==> src/rtl/amc_pkg.sv <==
package amc_pkg;
  typedef enum logic [2:0] {
    ST_IDLE,
    ST_TURN,
    ST_SETUP,
    ST_STROBE,
    ST_HOLD
  } amc_state_e;
endpackage

==> src/rtl/amc_cfg_sel.sv <==
module amc_cfg_sel #(
  parameter int NCS = 3,
  parameter int PW  = 4,
  parameter int TW  = 4,
  localparam int CSW = (NCS > 1) ? $clog2(NCS) : 1
) (
  input  logic [CSW-1:0]    sel,
  input  logic              wr,
  input  logic [NCS*PW-1:0] rd_setup,
  input  logic [NCS*PW-1:0] rd_strobe,
  input  logic [NCS*PW-1:0] rd_hold,
  input  logic [NCS*PW-1:0] wr_setup,
  input  logic [NCS*PW-1:0] wr_strobe,
  input  logic [NCS*PW-1:0] wr_hold,
  input  logic [NCS*TW-1:0] turn,
  input  logic [NCS-1:0]    strobe_be,
  input  logic [NCS-1:0]    wait_en,
  output logic [PW-1:0]     o_setup,
  output logic [PW-1:0]     o_strobe,
  output logic [PW-1:0]     o_hold,
  output logic [TW-1:0]     o_turn,
  output logic              o_strobe_be,
  output logic              o_wait_en
);
  logic [PW-1:0] rs [NCS], rst [NCS], rh [NCS];
  logic [PW-1:0] ws [NCS], wst [NCS], wh [NCS];
  logic [TW-1:0] ta [NCS];

  for (genvar i = 0; i < NCS; i++) begin : g_unpack
    assign rs[i]  = rd_setup [i*PW +: PW];
    assign rst[i] = rd_strobe[i*PW +: PW];
    assign rh[i]  = rd_hold  [i*PW +: PW];
    assign ws[i]  = wr_setup [i*PW +: PW];
    assign wst[i] = wr_strobe[i*PW +: PW];
    assign wh[i]  = wr_hold  [i*PW +: PW];
    assign ta[i]  = turn     [i*TW +: TW];
  end

  int idx;
  always_comb begin
    idx = (int'(sel) < NCS) ? int'(sel) : 0;
    o_setup     = wr ? ws[idx]  : rs[idx];
    o_strobe    = wr ? wst[idx] : rst[idx];
    o_hold      = wr ? wh[idx]  : rh[idx];
    o_turn      = ta[idx];
    o_strobe_be = strobe_be[idx];
    o_wait_en   = wait_en[idx];
  end
endmodule

==> src/rtl/amc_wait_mon.sv <==
module amc_wait_mon #(
  parameter int XW = 8,
  localparam int WW = XW + 4
) (
  input  logic          clk,
  input  logic          rst_n,
  input  logic          wait_pin,
  input  logic          wait_pol,
  input  logic          ext_en,
  input  logic          strobe_end,
  input  logic [XW-1:0] max_wait,
  input  logic          en_timeout,
  input  logic          en_rise,
  input  logic [1:0]    clr,
  output logic          stall,
  output logic          irq_timeout,
  output logic          irq_rise
);
  logic [WW-1:0] wcnt;
  logic          wait_q;
  logic          holding;
  logic          limit_hit;
  logic          timeout_ev;
  logic          rise_ev;

  assign holding    = strobe_end && ext_en && (wait_pin == wait_pol);
  assign limit_hit  = (wcnt == {max_wait, 4'hF});
  assign stall      = holding && !limit_hit;
  assign timeout_ev = holding && limit_hit;
  assign rise_ev    = wait_pin && !wait_q;

  always_ff @(posedge clk or negedge rst_n) begin
    if (!rst_n) begin
      wcnt        <= '0;
      wait_q      <= 1'b0;
      irq_timeout <= 1'b0;
      irq_rise    <= 1'b0;
    end else begin
      wait_q <= wait_pin;
      wcnt   <= stall ? wcnt + 1'b1 : '0;
      if (timeout_ev && en_timeout) irq_timeout <= 1'b1;
      else if (clr[0])              irq_timeout <= 1'b0;
      if (rise_ev && en_rise)       irq_rise <= 1'b1;
      else if (clr[1])              irq_rise <= 1'b0;
    end
  end

  p_timeout_sticky_r10: assert property (@(posedge clk) disable iff (!rst_n)
    (irq_timeout && !clr[0]) |=> irq_timeout);
  p_rise_sticky_r10: assert property (@(posedge clk) disable iff (!rst_n)
    (irq_rise && !clr[1]) |=> irq_rise);
  p_stall_needs_wait_r7: assert property (@(posedge clk) disable iff (!rst_n)
    stall |-> (ext_en && wait_pin == wait_pol));
endmodule

==> src/rtl/amc_seq.sv <==
module amc_seq
  import amc_pkg::*;
#(
  parameter int NCS = 3,
  parameter int AW  = 20,
  parameter int DW  = 16,
  parameter int PW  = 4,
  parameter int TW  = 4,
  localparam int CSW = (NCS > 1) ? $clog2(NCS) : 1,
  localparam int BW  = DW / 8,
  localparam int CW  = (PW > TW) ? PW : TW
) (
  input  logic           clk,
  input  logic           rst_n,
  input  logic           req_valid,
  output logic           req_ready,
  input  logic           req_write,
  input  logic [CSW-1:0] req_cs,
  input  logic [AW-1:0]  req_addr,
  input  logic [DW-1:0]  req_wdata,
  input  logic [BW-1:0]  req_be,
  output logic           rsp_valid,
  output logic [DW-1:0]  rsp_rdata,
  input  logic [PW-1:0]  c_setup,
  input  logic [PW-1:0]  c_strobe,
  input  logic [PW-1:0]  c_hold,
  input  logic [TW-1:0]  c_turn,
  input  logic           c_strobe_be,
  input  logic           stall,
  output logic [CSW-1:0] sel_cs,
  output logic           sel_wr,
  output logic           strobe_end,
  output logic [NCS-1:0] mem_cs_n,
  output logic           mem_oe_n,
  output logic           mem_we_n,
  output logic           mem_rnw,
  output logic [BW-1:0]  mem_be_n,
  output logic [AW-1:0]  mem_addr,
  output logic [DW-1:0]  mem_dout,
  output logic           mem_dout_en,
  input  logic [DW-1:0]  mem_din
);
  amc_state_e     state;
  logic [CW-1:0]  cnt;
  logic [CSW-1:0] cur_cs, last_cs;
  logic           cur_wr, last_wr, have_last;
  logic [AW-1:0]  cur_addr;
  logic [DW-1:0]  cur_wdata;
  logic [BW-1:0]  cur_be;
  logic           accept, need_turn, active, cnt_zero;

  assign req_ready  = (state == ST_IDLE);
  assign accept     = req_valid && req_ready;
  assign sel_cs     = req_ready ? req_cs : cur_cs;
  assign sel_wr     = req_ready ? req_write : cur_wr;
  assign cnt_zero   = (cnt == '0);
  assign strobe_end = (state == ST_STROBE) && cnt_zero;
  assign need_turn  = have_last && ((req_cs != last_cs) || (req_write != last_wr))
                      && (c_turn != '0);

  always_ff @(posedge clk or negedge rst_n) begin
    if (!rst_n) begin
      state     <= ST_IDLE;
      cnt       <= '0;
      cur_cs    <= '0;
      last_cs   <= '0;
      cur_wr    <= 1'b0;
      last_wr   <= 1'b0;
      have_last <= 1'b0;
      cur_addr  <= '0;
      cur_wdata <= '0;
      cur_be    <= '0;
      rsp_valid <= 1'b0;
      rsp_rdata <= '0;
    end else begin
      rsp_valid <= 1'b0;
      unique case (state)
        ST_IDLE: if (accept) begin
          cur_cs    <= req_cs;
          cur_wr    <= req_write;
          cur_addr  <= req_addr;
          cur_wdata <= req_wdata;
          cur_be    <= req_be;
          last_cs   <= req_cs;
          last_wr   <= req_write;
          have_last <= 1'b1;
          if (need_turn) begin
            state <= ST_TURN;
            cnt   <= CW'(c_turn - 1'b1);
          end else begin
            state <= ST_SETUP;
            cnt   <= CW'(c_setup);
          end
        end
        ST_TURN: if (cnt_zero) begin
          state <= ST_SETUP;
          cnt   <= CW'(c_setup);
        end else cnt <= cnt - 1'b1;
        ST_SETUP: if (cnt_zero) begin
          state <= ST_STROBE;
          cnt   <= CW'(c_strobe);
        end else cnt <= cnt - 1'b1;
        ST_STROBE: if (!cnt_zero) cnt <= cnt - 1'b1;
          else if (!stall) begin
            rsp_rdata <= mem_din;
            state     <= ST_HOLD;
            cnt       <= CW'(c_hold);
          end
        ST_HOLD: if (cnt_zero) begin
          state     <= ST_IDLE;
          rsp_valid <= 1'b1;
        end else cnt <= cnt - 1'b1;
        default: state <= ST_IDLE;
      endcase
    end
  end

  always_comb begin
    active      = (state == ST_SETUP) || (state == ST_STROBE) || (state == ST_HOLD);
    mem_cs_n    = active ? ~(NCS'(1) << cur_cs) : '1;
    mem_oe_n    = !((state == ST_STROBE) && !cur_wr);
    mem_we_n    = !((state == ST_STROBE) && cur_wr);
    mem_rnw     = !(active && cur_wr);
    mem_be_n    = (active && (!c_strobe_be || state == ST_STROBE)) ? ~cur_be : '1;
    mem_addr    = cur_addr;
    mem_dout    = cur_wdata;
    mem_dout_en = active && cur_wr;
  end

  p_one_cs_r11: assert property (@(posedge clk) disable iff (!rst_n)
    $onehot0(~mem_cs_n));
  p_ready_no_cs_r11: assert property (@(posedge clk) disable iff (!rst_n)
    req_ready |-> (&mem_cs_n));
  p_strobe_excl_r2: assert property (@(posedge clk) disable iff (!rst_n)
    !(!mem_oe_n && !mem_we_n));
  p_setup_first_r2: assert property (@(posedge clk) disable iff (!rst_n)
    $fell(&mem_cs_n) |-> (mem_oe_n && mem_we_n));
  p_rsp_after_hold_r5: assert property (@(posedge clk) disable iff (!rst_n)
    rsp_valid |-> ($past(state == ST_HOLD) && (&mem_cs_n)));
endmodule

==> src/rtl/amc_top.sv <==
module amc_top #(
  parameter int NCS = 3,
  parameter int AW  = 20,
  parameter int DW  = 16,
  parameter int PW  = 4,
  parameter int TW  = 4,
  parameter int XW  = 8,
  localparam int CSW = (NCS > 1) ? $clog2(NCS) : 1,
  localparam int BW  = DW / 8
) (
  input  logic              clk,
  input  logic              rst_n,
  input  logic              req_valid,
  output logic              req_ready,
  input  logic              req_write,
  input  logic [CSW-1:0]    req_cs,
  input  logic [AW-1:0]     req_addr,
  input  logic [DW-1:0]     req_wdata,
  input  logic [BW-1:0]     req_be,
  output logic              rsp_valid,
  output logic [DW-1:0]     rsp_rdata,
  input  logic [NCS*PW-1:0] cfg_rd_setup,
  input  logic [NCS*PW-1:0] cfg_rd_strobe,
  input  logic [NCS*PW-1:0] cfg_rd_hold,
  input  logic [NCS*PW-1:0] cfg_wr_setup,
  input  logic [NCS*PW-1:0] cfg_wr_strobe,
  input  logic [NCS*PW-1:0] cfg_wr_hold,
  input  logic [NCS*TW-1:0] cfg_turn,
  input  logic [NCS-1:0]    cfg_strobe_be,
  input  logic [NCS-1:0]    cfg_wait_en,
  input  logic              cfg_wait_pol,
  input  logic [XW-1:0]     cfg_max_wait,
  input  logic              irq_en_timeout,
  input  logic              irq_en_wrise,
  input  logic [1:0]        irq_clr,
  output logic              irq_timeout,
  output logic              irq_wait_rise,
  output logic [NCS-1:0]    mem_cs_n,
  output logic              mem_oe_n,
  output logic              mem_we_n,
  output logic              mem_rnw,
  output logic [BW-1:0]     mem_be_n,
  output logic [AW-1:0]     mem_addr,
  output logic [DW-1:0]     mem_dout,
  output logic              mem_dout_en,
  input  logic [DW-1:0]     mem_din,
  input  logic              mem_wait
);
  logic [CSW-1:0] sel_cs;
  logic           sel_wr, strobe_end, stall, c_strobe_be, c_wait_en;
  logic [PW-1:0]  c_setup, c_strobe, c_hold;
  logic [TW-1:0]  c_turn;

  amc_cfg_sel #(.NCS(NCS), .PW(PW), .TW(TW)) u_cfg (
    .sel(sel_cs), .wr(sel_wr),
    .rd_setup(cfg_rd_setup), .rd_strobe(cfg_rd_strobe), .rd_hold(cfg_rd_hold),
    .wr_setup(cfg_wr_setup), .wr_strobe(cfg_wr_strobe), .wr_hold(cfg_wr_hold),
    .turn(cfg_turn), .strobe_be(cfg_strobe_be), .wait_en(cfg_wait_en),
    .o_setup(c_setup), .o_strobe(c_strobe), .o_hold(c_hold), .o_turn(c_turn),
    .o_strobe_be(c_strobe_be), .o_wait_en(c_wait_en)
  );

  amc_seq #(.NCS(NCS), .AW(AW), .DW(DW), .PW(PW), .TW(TW)) u_seq (
    .clk(clk), .rst_n(rst_n),
    .req_valid(req_valid), .req_ready(req_ready), .req_write(req_write),
    .req_cs(req_cs), .req_addr(req_addr), .req_wdata(req_wdata), .req_be(req_be),
    .rsp_valid(rsp_valid), .rsp_rdata(rsp_rdata),
    .c_setup(c_setup), .c_strobe(c_strobe), .c_hold(c_hold), .c_turn(c_turn),
    .c_strobe_be(c_strobe_be), .stall(stall),
    .sel_cs(sel_cs), .sel_wr(sel_wr), .strobe_end(strobe_end),
    .mem_cs_n(mem_cs_n), .mem_oe_n(mem_oe_n), .mem_we_n(mem_we_n),
    .mem_rnw(mem_rnw), .mem_be_n(mem_be_n), .mem_addr(mem_addr),
    .mem_dout(mem_dout), .mem_dout_en(mem_dout_en), .mem_din(mem_din)
  );

  amc_wait_mon #(.XW(XW)) u_wait (
    .clk(clk), .rst_n(rst_n),
    .wait_pin(mem_wait), .wait_pol(cfg_wait_pol), .ext_en(c_wait_en),
    .strobe_end(strobe_end), .max_wait(cfg_max_wait),
    .en_timeout(irq_en_timeout), .en_rise(irq_en_wrise), .clr(irq_clr),
    .stall(stall), .irq_timeout(irq_timeout), .irq_rise(irq_wait_rise)
  );

  p_stall_keeps_strobe_r7: assert property (@(posedge clk) disable iff (!rst_n)
    stall |=> $stable(mem_cs_n) && $stable(mem_oe_n) && $stable(mem_we_n));
endmodule

==> config.mk <==
export PLATFORM = sky130hd
export DESIGN_NAME = amc_top
export DESIGN_NICKNAME = d
export VERILOG_FILES = /design/src/rtl/amc_pkg.sv /design/src/rtl/amc_cfg_sel.sv /design/src/rtl/amc_wait_mon.sv /design/src/rtl/amc_seq.sv /design/src/rtl/amc_top.sv
export SDC_FILE = /design/constraint.sdc
export NUM_CORES = 1
export LEC_CHECK = 0
export ABC_AREA = 1
export ABC_CLOCK_PERIOD_IN_PS = 3100
export BUFFER_PORTS_ARGS = -buffer_cell sky130_fd_sc_hd__buf_2
export CORE_MARGIN = 2
export CORE_UTILIZATION = 39
export CTS_CLUSTER_SIZE = 8
export DETAILED_ROUTE_END_ITERATION = 8
export GPL_ROUTABILITY_DRIVEN = 1
export PLACE_DENSITY = 0.79
export SYNTH_ARGS = -nofsm -noshare
export SYNTH_HDL_FRONTEND = slang
export SYNTH_HIERARCHICAL = 1
export SYNTH_SLANG_ARGS = --single-unit
==> constraint.sdc <==
create_clock -name clk -period 3.1 [get_ports clk]
set_clock_uncertainty 0.1 [all_clocks]
set_input_delay 0.62 -clock clk [delete_from_list [all_inputs] [get_ports clk]]
set_output_delay 0.62 -clock clk [all_outputs]
set_load 0.01 [all_outputs]
==> Word-level counts from Yosys, hierarchy flattened <==
Cells that the tools add are included.
{ "op_classes": {"add_sub_neg": 3, "multipliers": 0, "n_div": 0, "order_cmp": 3, "eq_ne": 16, "n_shift": 1, "n_mux": 58, "bitwise": 4, "reduce_logical": 36} }
{ "ops": {"columns": ["op", "n"], "rows": [
  ["2-to-1 mux 4 bit", 24],
  ["binary-select mux 4 bit (select 2 bit)", 7],
  ["greater-or-equal comparator 32 x 3 -> 1 bit (second input constant)", 1],
  ["< comparator 32 x 4 -> 1 bit (second input constant)", 1],
  ["inverter 32 bit", 1],
  ["2-to-1 mux 3 bit", 7],
  ["case mux 4 bit (5 select lines)", 1],
  ["logical AND 1 bit", 15],
  ["case mux 3 bit (5 select lines)", 1],
  ["adder 12 x 1 -> 12 bit (second input constant)", 1],
  ["== test 12 bit", 1],
  ["2-to-1 mux 12 bit", 1],
  ["2-to-1 mux 1 bit", 11],
  ["2-to-1 mux 2 bit", 4],
  ["inequality test 2 x 1 -> 1 bit (second input constant)", 4],
  ["subtractor 4 x 1 -> 4 bit (second input constant)", 2],
  ["logical NOT 1 bit", 7],
  ["== test 3 x 2 -> 1 bit (second input constant)", 2],
  ["inequality test 2 bit (second input constant)", 3],
  ["AND reduction 6 bit", 1],
  ["nonzero test 5 bit", 1],
  ["binary-select mux 1 bit (select 2 bit)", 2],
  ["logical NOT 4 bit", 1],
  ["logical OR 1 bit", 4],
  ["other kinds (17)", 18]
]} }
{ "word_totals": {"regBits": 81, "latch_bits": 0, "mem_bits_rw": 0, "mem_bits_ro": 0, "output_inout_bits": 65, "wordCells": 135, "memories": 0} }

==> Longest topological paths before layout <==
{ "logic_depth": {"ltp_word": 13, "depth_mapped": 25, "mapped_depth_nobuf": 22} }

==> By module <==
The synthesis kept the hierarchy.
{ "by_module_without_submodules": {"columns": ["mod", "n_inst", "cells_each", "area_per_inst_um2", "seq_area_each_um2"], "rows": [
  ["amc_seq", 1, 308, 3353.2, 1651.6],
  ["amc_cfg_sel", 1, 208, 914.6, 0.0],
  ["amc_wait_mon", 1, 112, 905.9, 375.4]
]} }

==> Worst setup path before layout <==
Ideal clock, no wire load.
{ "synth_timing": {"path_kind": "reg-to-reg", "from": "register u_seq.state[0]", "to": "register u_seq.rsp_rdata[10]", "setup_ns": 0.125, "t_arrival_ns": 2.902, "required_ns": 2.875, "path_slack_ns": -0.027, "path_stages_with_launch": 20, "path_buffers": 3, "period_less_slack_ns": 3.127, "path_cell_list": "dfrtp_1 > nor2_2 > nand2_2 > o21ai_0 > inv_2 > nand2_2 > buf_4 > nand3_1 > nand2_1 > inv_1 > a21oi_1 > nand2_1 > inv_1 > nand2_4 > buf_12 > inv_2 > inv_1 > nand2_4 > buf_6 > mux2_4"} }
{ "synth_via": {"elab_chain_len": 12} }
{ "synth_rtl": {"columns": ["item", "line_no", "rtl"], "rows": [
  ["start: declaration", "amc_seq.sv:43", "amc_state_e state;"],
  ["start signal: assignment", "amc_seq.sv:63", "state <= ST_IDLE;"],
  ["start signal: assignment", "amc_seq.sv:88", "state <= ST_TURN;"],
  ["start signal: assignment", "amc_seq.sv:91", "state <= ST_SETUP;"],
  ["logical NOT 3 bit *", "amc_seq.sv:52", "assign req_ready = (state == ST_IDLE);"],
  ["2-to-1 mux 2 bit *", "amc_seq.sv:54", "assign sel_cs = req_ready ? req_cs : cur_cs;"],
  ["net sel_cs[0]", "amc_top.sv:49", "logic [CSW-1:0] sel_cs;"],
  ["< comparator 2 bit", "amc_cfg_sel.sv:41", "idx = (int'(sel) < NCS) ? int'(sel) : 0;"],
  ["2-to-1 mux 2 bit *", "amc_cfg_sel.sv:41", null],
  ["binary-select mux 1 bit (select 2 bit) *", "amc_cfg_sel.sv:47", "o_wait_en = wait_en[idx];"],
  ["2-to-1 mux 1 bit (not written as such) * (2 in series)", "amc_cfg_sel.sv:47", null],
  ["net c_wait_en", "amc_top.sv:50", "logic sel_wr, strobe_end, stall, c_strobe_be, c_wait_en;"],
  ["logical AND 1 bit * (2 in series)", "amc_wait_mon.sv:26", "assign holding = strobe_end && ext_en && (wait_pin == wait_pol);"],
  ["logical AND 1 bit *", "amc_wait_mon.sv:28", "assign stall = holding && !limit_hit;"],
  ["net stall", "amc_top.sv:50", null],
  ["inverter 1 bit (no line) *", null, null],
  ["AND reduction 3 bit (no line) *", null, null],
  ["end signal: assignment", "amc_seq.sv:105", "rsp_rdata <= mem_din;"],
  ["end: declaration", "amc_seq.sv:23", "output logic [DW-1:0] rsp_rdata,"]
]} }
The timed path passes the listed nets; every way through them passes the cells marked *. The select of a mux whose other input is x is not followed.
A chain may end at the register's enable or synchronous reset.

==> Final worst setup path <==
{ "layout_timing": {"from": "register u_seq.state[2]", "to": "output mem_be_n[0]"} }
{ "layout_via": {"elab_chain_len": 11} }
{ "layout_rtl": {"columns": ["item", "line_no", "rtl"], "rows": [
  ["logical NOT 3 bit *", "amc_seq.sv:52", null],
  ["2-to-1 mux 2 bit *", "amc_seq.sv:54", null],
  ["net sel_cs[0]", "amc_top.sv:49", null],
  ["< comparator 2 bit", "amc_cfg_sel.sv:41", null],
  ["2-to-1 mux 2 bit *", "amc_cfg_sel.sv:41", null],
  ["binary-select mux 1 bit (select 2 bit) *", "amc_cfg_sel.sv:46", "o_strobe_be = strobe_be[idx];"],
  ["2-to-1 mux 1 bit (not written as such) * (2 in series)", "amc_cfg_sel.sv:46", null],
  ["net c_strobe_be", "amc_top.sv:50", null],
  ["logical NOT 1 bit *", "amc_seq.sv:124", "mem_be_n = (active && (!c_strobe_be || state == ST_STROBE)) ? ~cur_be : '1;"],
  ["logical OR 1 bit *", "amc_seq.sv:124", null],
  ["logical AND 1 bit *", "amc_seq.sv:124", null],
  ["2-to-1 mux 2 bit *", "amc_seq.sv:124", null],
  ["end: declaration", "amc_top.sv:42", "output logic [BW-1:0] mem_be_n,"]
]} }
Marks and branches as above.

==> reports/results.ini <==
[outcome]
status = complete, no violations

[setup_path]
critPathMaxFanout = 14
cp-end-kind = primary output
worstPathRequired_ns = 2.38
path_class = flip-flop to primary output
timing.rr.start = u_seq/state[2]$_DFFE_PN0P_
critPathLaunchType = flip-flop
r2r-end = u_seq/cnt[2]$_DFFE_PN0P_
regToRegSetupSlack_ns = 0.39
r2r_cells = 20
cp.arrival_ns = 2.18

[finish]
syn_to_final_growth_pct = 31.6
final_nets = 1031
drive_gt1_frac = 0.407
stdcell_count = 1044
n_antenna_cell = 0
layout_commonest_cell = buf_2
final_cell_mix = 227 x buf_2, 217 x nand2_1, 80 x dfrtp_1

[power]
ir_worst_vdd_mv = 0.665
pwr_density_cell_nw_per_um2 = 971
leakage_nw = 3.83

[logic_synthesis]
yosysWarnings = 6
synth-edff-count = 0
synth_flop_cell = dfrtp_1
ys_seq_area_frac = 0.392
syn_inst = 628
avgSynthCellArea_um2 = 8.24
synth-seq-cells = 81
syn_area_um2 = 5170
ys_async_sr_fraction = 1.00
synth.net_count = 796
yosysUniqueCellTypes = 32

[place]
io_buffers = 228
dp.cells = 1024
gp_congestion = 0.888
dpl.hpwl_um = 10700

[clocking]
clock_path_buffers = 2
cts_tree = done
clk_latency_ns = 0.33
htree_levels = 3
cts_root_buffer = clkbuf_16
cts_buffers = 9
path_clk_slew_ns = 0.06
clock_sinks = 81
hold_buffers = 0

[floorplanning]
dieArea_um2 = 14200
ios = 229
initial_core_util = 0.395
fp.dieW_um = 119
core_um2 = 13100
die_height_um = 119
fp-row-count = 42

[timing]
fmax_ghz = 0.345
tns_ns = 0
finalCritPeriodShare = 0.934
worst_pin_slew_ns = 0.871
drv_slew = 0
relSlewSlack = 0.419
hold_viol = 0
period_minus_slack_ns = 2.90
setup_violations = 0

[route]
routed_wl_um = 13500
first_pass_iters = 5
drt-initial-drc-count = 254
routedWlPerCell_um = 12.9
drc = 0
postRouteAntennaNets = 0
via_per_inst = 4.67
vias = 4872

[grt]
antenna_found_initial = 0
grt_first_pass_wirelength_um = 22500
overflow = 0
grt_max_degree = 51
grt_pass1_vias = 4835
grt_use_total = 0.194

[worst_hold_path]
hp-class = input pin to asynchronous set/reset pin

[job]
timing.max_cap.violations = 0

## how the worst max path moves through the flow
stage | startpoint | to | slack (ns) | cells past startpoint
2_1_floorplan | u_seq/state[0]$_DFFE_PN0P_ | u_seq/rsp_rdata[10]$_DFFE_PN0P_ | 0.16 | 19
3_3_place_gp | req_cs[1] | u_seq/rsp_rdata[1]$_DFFE_PN0P_ | 0.06 | 17
3_5_place_dp | req_cs[1] | u_seq/rsp_rdata[11]$_DFFE_PN0P_ | -0.04 | 17
4_1_cts | u_seq/state[2]$_DFFE_PN0P_ | mem_be_n[1] | 0.006 | 14
5_1_grt | u_seq/state[0]$_DFFE_PN0P_ | mem_be_n[1] | -0.0006 | 13
6_report | u_seq/state[2]$_DFFE_PN0P_ | mem_be_n[0] | 0.20 | 13
## metrics by stage
stage               hold WS, ns  utilization  power, mW  setup WS [ns]  instance area (um2)
floorplan                 0.224            -       4.51          0.160                 5170
global placement          0.340        0.494       5.44         0.0569                 6460
detailed placement        0.345        0.494       5.53        -0.0430                 6460
CTS                       0.240        0.515       6.55        0.00583                 6750
global route              0.256        0.520       7.20      -0.000604                 6810
finish                    0.207        0.520       6.61          0.205                 6810
## worst max-delay path, cell delays in order (launching register included)
cell and delay [ns]:
dfrtp_2 0.45, inv_4 0.11, nand2_4 0.09, o21ai_4 0.28, inv_4 0.10, nand2_4 0.12, buf_6 0.17, nand3_1 0.09
nand2_1 0.07, nand2_1 0.05, nand2_1 0.08, inv_1 0.06, nand2_1 0.05, buf_2 0.12
## cells by family (layout without fill, tap and decap cells)
group	after synthesis	after routing	share of synthesized area
and+or+nand+nor	365	365	0.322
buffers and inverters	88	328	0.0825
DFF	81	81	0.392
muxes	54	54	0.148
AOI/OAI and AO/OA	22	22	0.0222
xor gates and xnor gates	14	14	0.0237
adders and majority gates	4	4	0.00967
## final cells by class
type / count / area [um2]
fillers: 1247 / 6280
inverters: 68 / 260
flip-flops and latches: 81 / 2030
clock inverters: 5 / 41.3
repair buffers: 244 / 1270
clock buffers: 11 / 233
well taps: 176 / 220
multi-input cells: 459 / 2760
## registers in the layout, indices dropped and copies added, names as in the netlist
name and cells:
u_seq/mem_addr 20, u_seq/last_cs 2, u_seq/state 3, u_wait/irq_rise 1, u_wait/irq_timeout 1, u_seq/last_wr 1, u_seq/rsp_valid 1, u_seq/rsp_rdata 16
u_seq/cur_be 2, u_seq/have_last 1, u_seq/cnt 4, u_wait/wait_q 1, u_seq/mem_dout 16, u_wait/wcnt 12
## per-layer routing
layer  global-route usage  part of all wire
met1                0.251              0.44
met2                0.333              0.50
met3               0.0378             0.051
met4               0.0439             0.012
met5                    0                 0
## power breakdown
group	internal, mW	switching (mW)	leakage, nW
Combinational	1.73	2.17	2.70
Sequential	1.47	0.269	1.00
Clock	0.549	0.426	0.126
Total	3.75	2.86	3.83
## cells in the mapped netlist (5+ instances only)
cell,count,share of area
a21oi_1,5,0.0048
buf_2,7,0.0068
buf_4,5,0.0073
buf_6,7,0.015
dfrtp_1,81,0.39
inv_1,62,0.045
inv_2,6,0.0044
mux2_2,12,0.026
mux2_4,42,0.12
nand2_1,217,0.16
nand2_2,6,0.0073
nand3_1,78,0.075
nand3b_1,7,0.010
nor2_1,20,0.015
nor2_2,12,0.015
o21ai_0,15,0.015
or2_1,6,0.0073
xnor2_1,7,0.012
xor2_1,7,0.012
## what timing repair did
action,4_1_cts,5_1_grt
setup endpoints to repair,2,24
pin swaps,0,2
resized for setup,3,9
buffers inserted,0,4
Note: power is estimated with default switching activity, not from simulation.
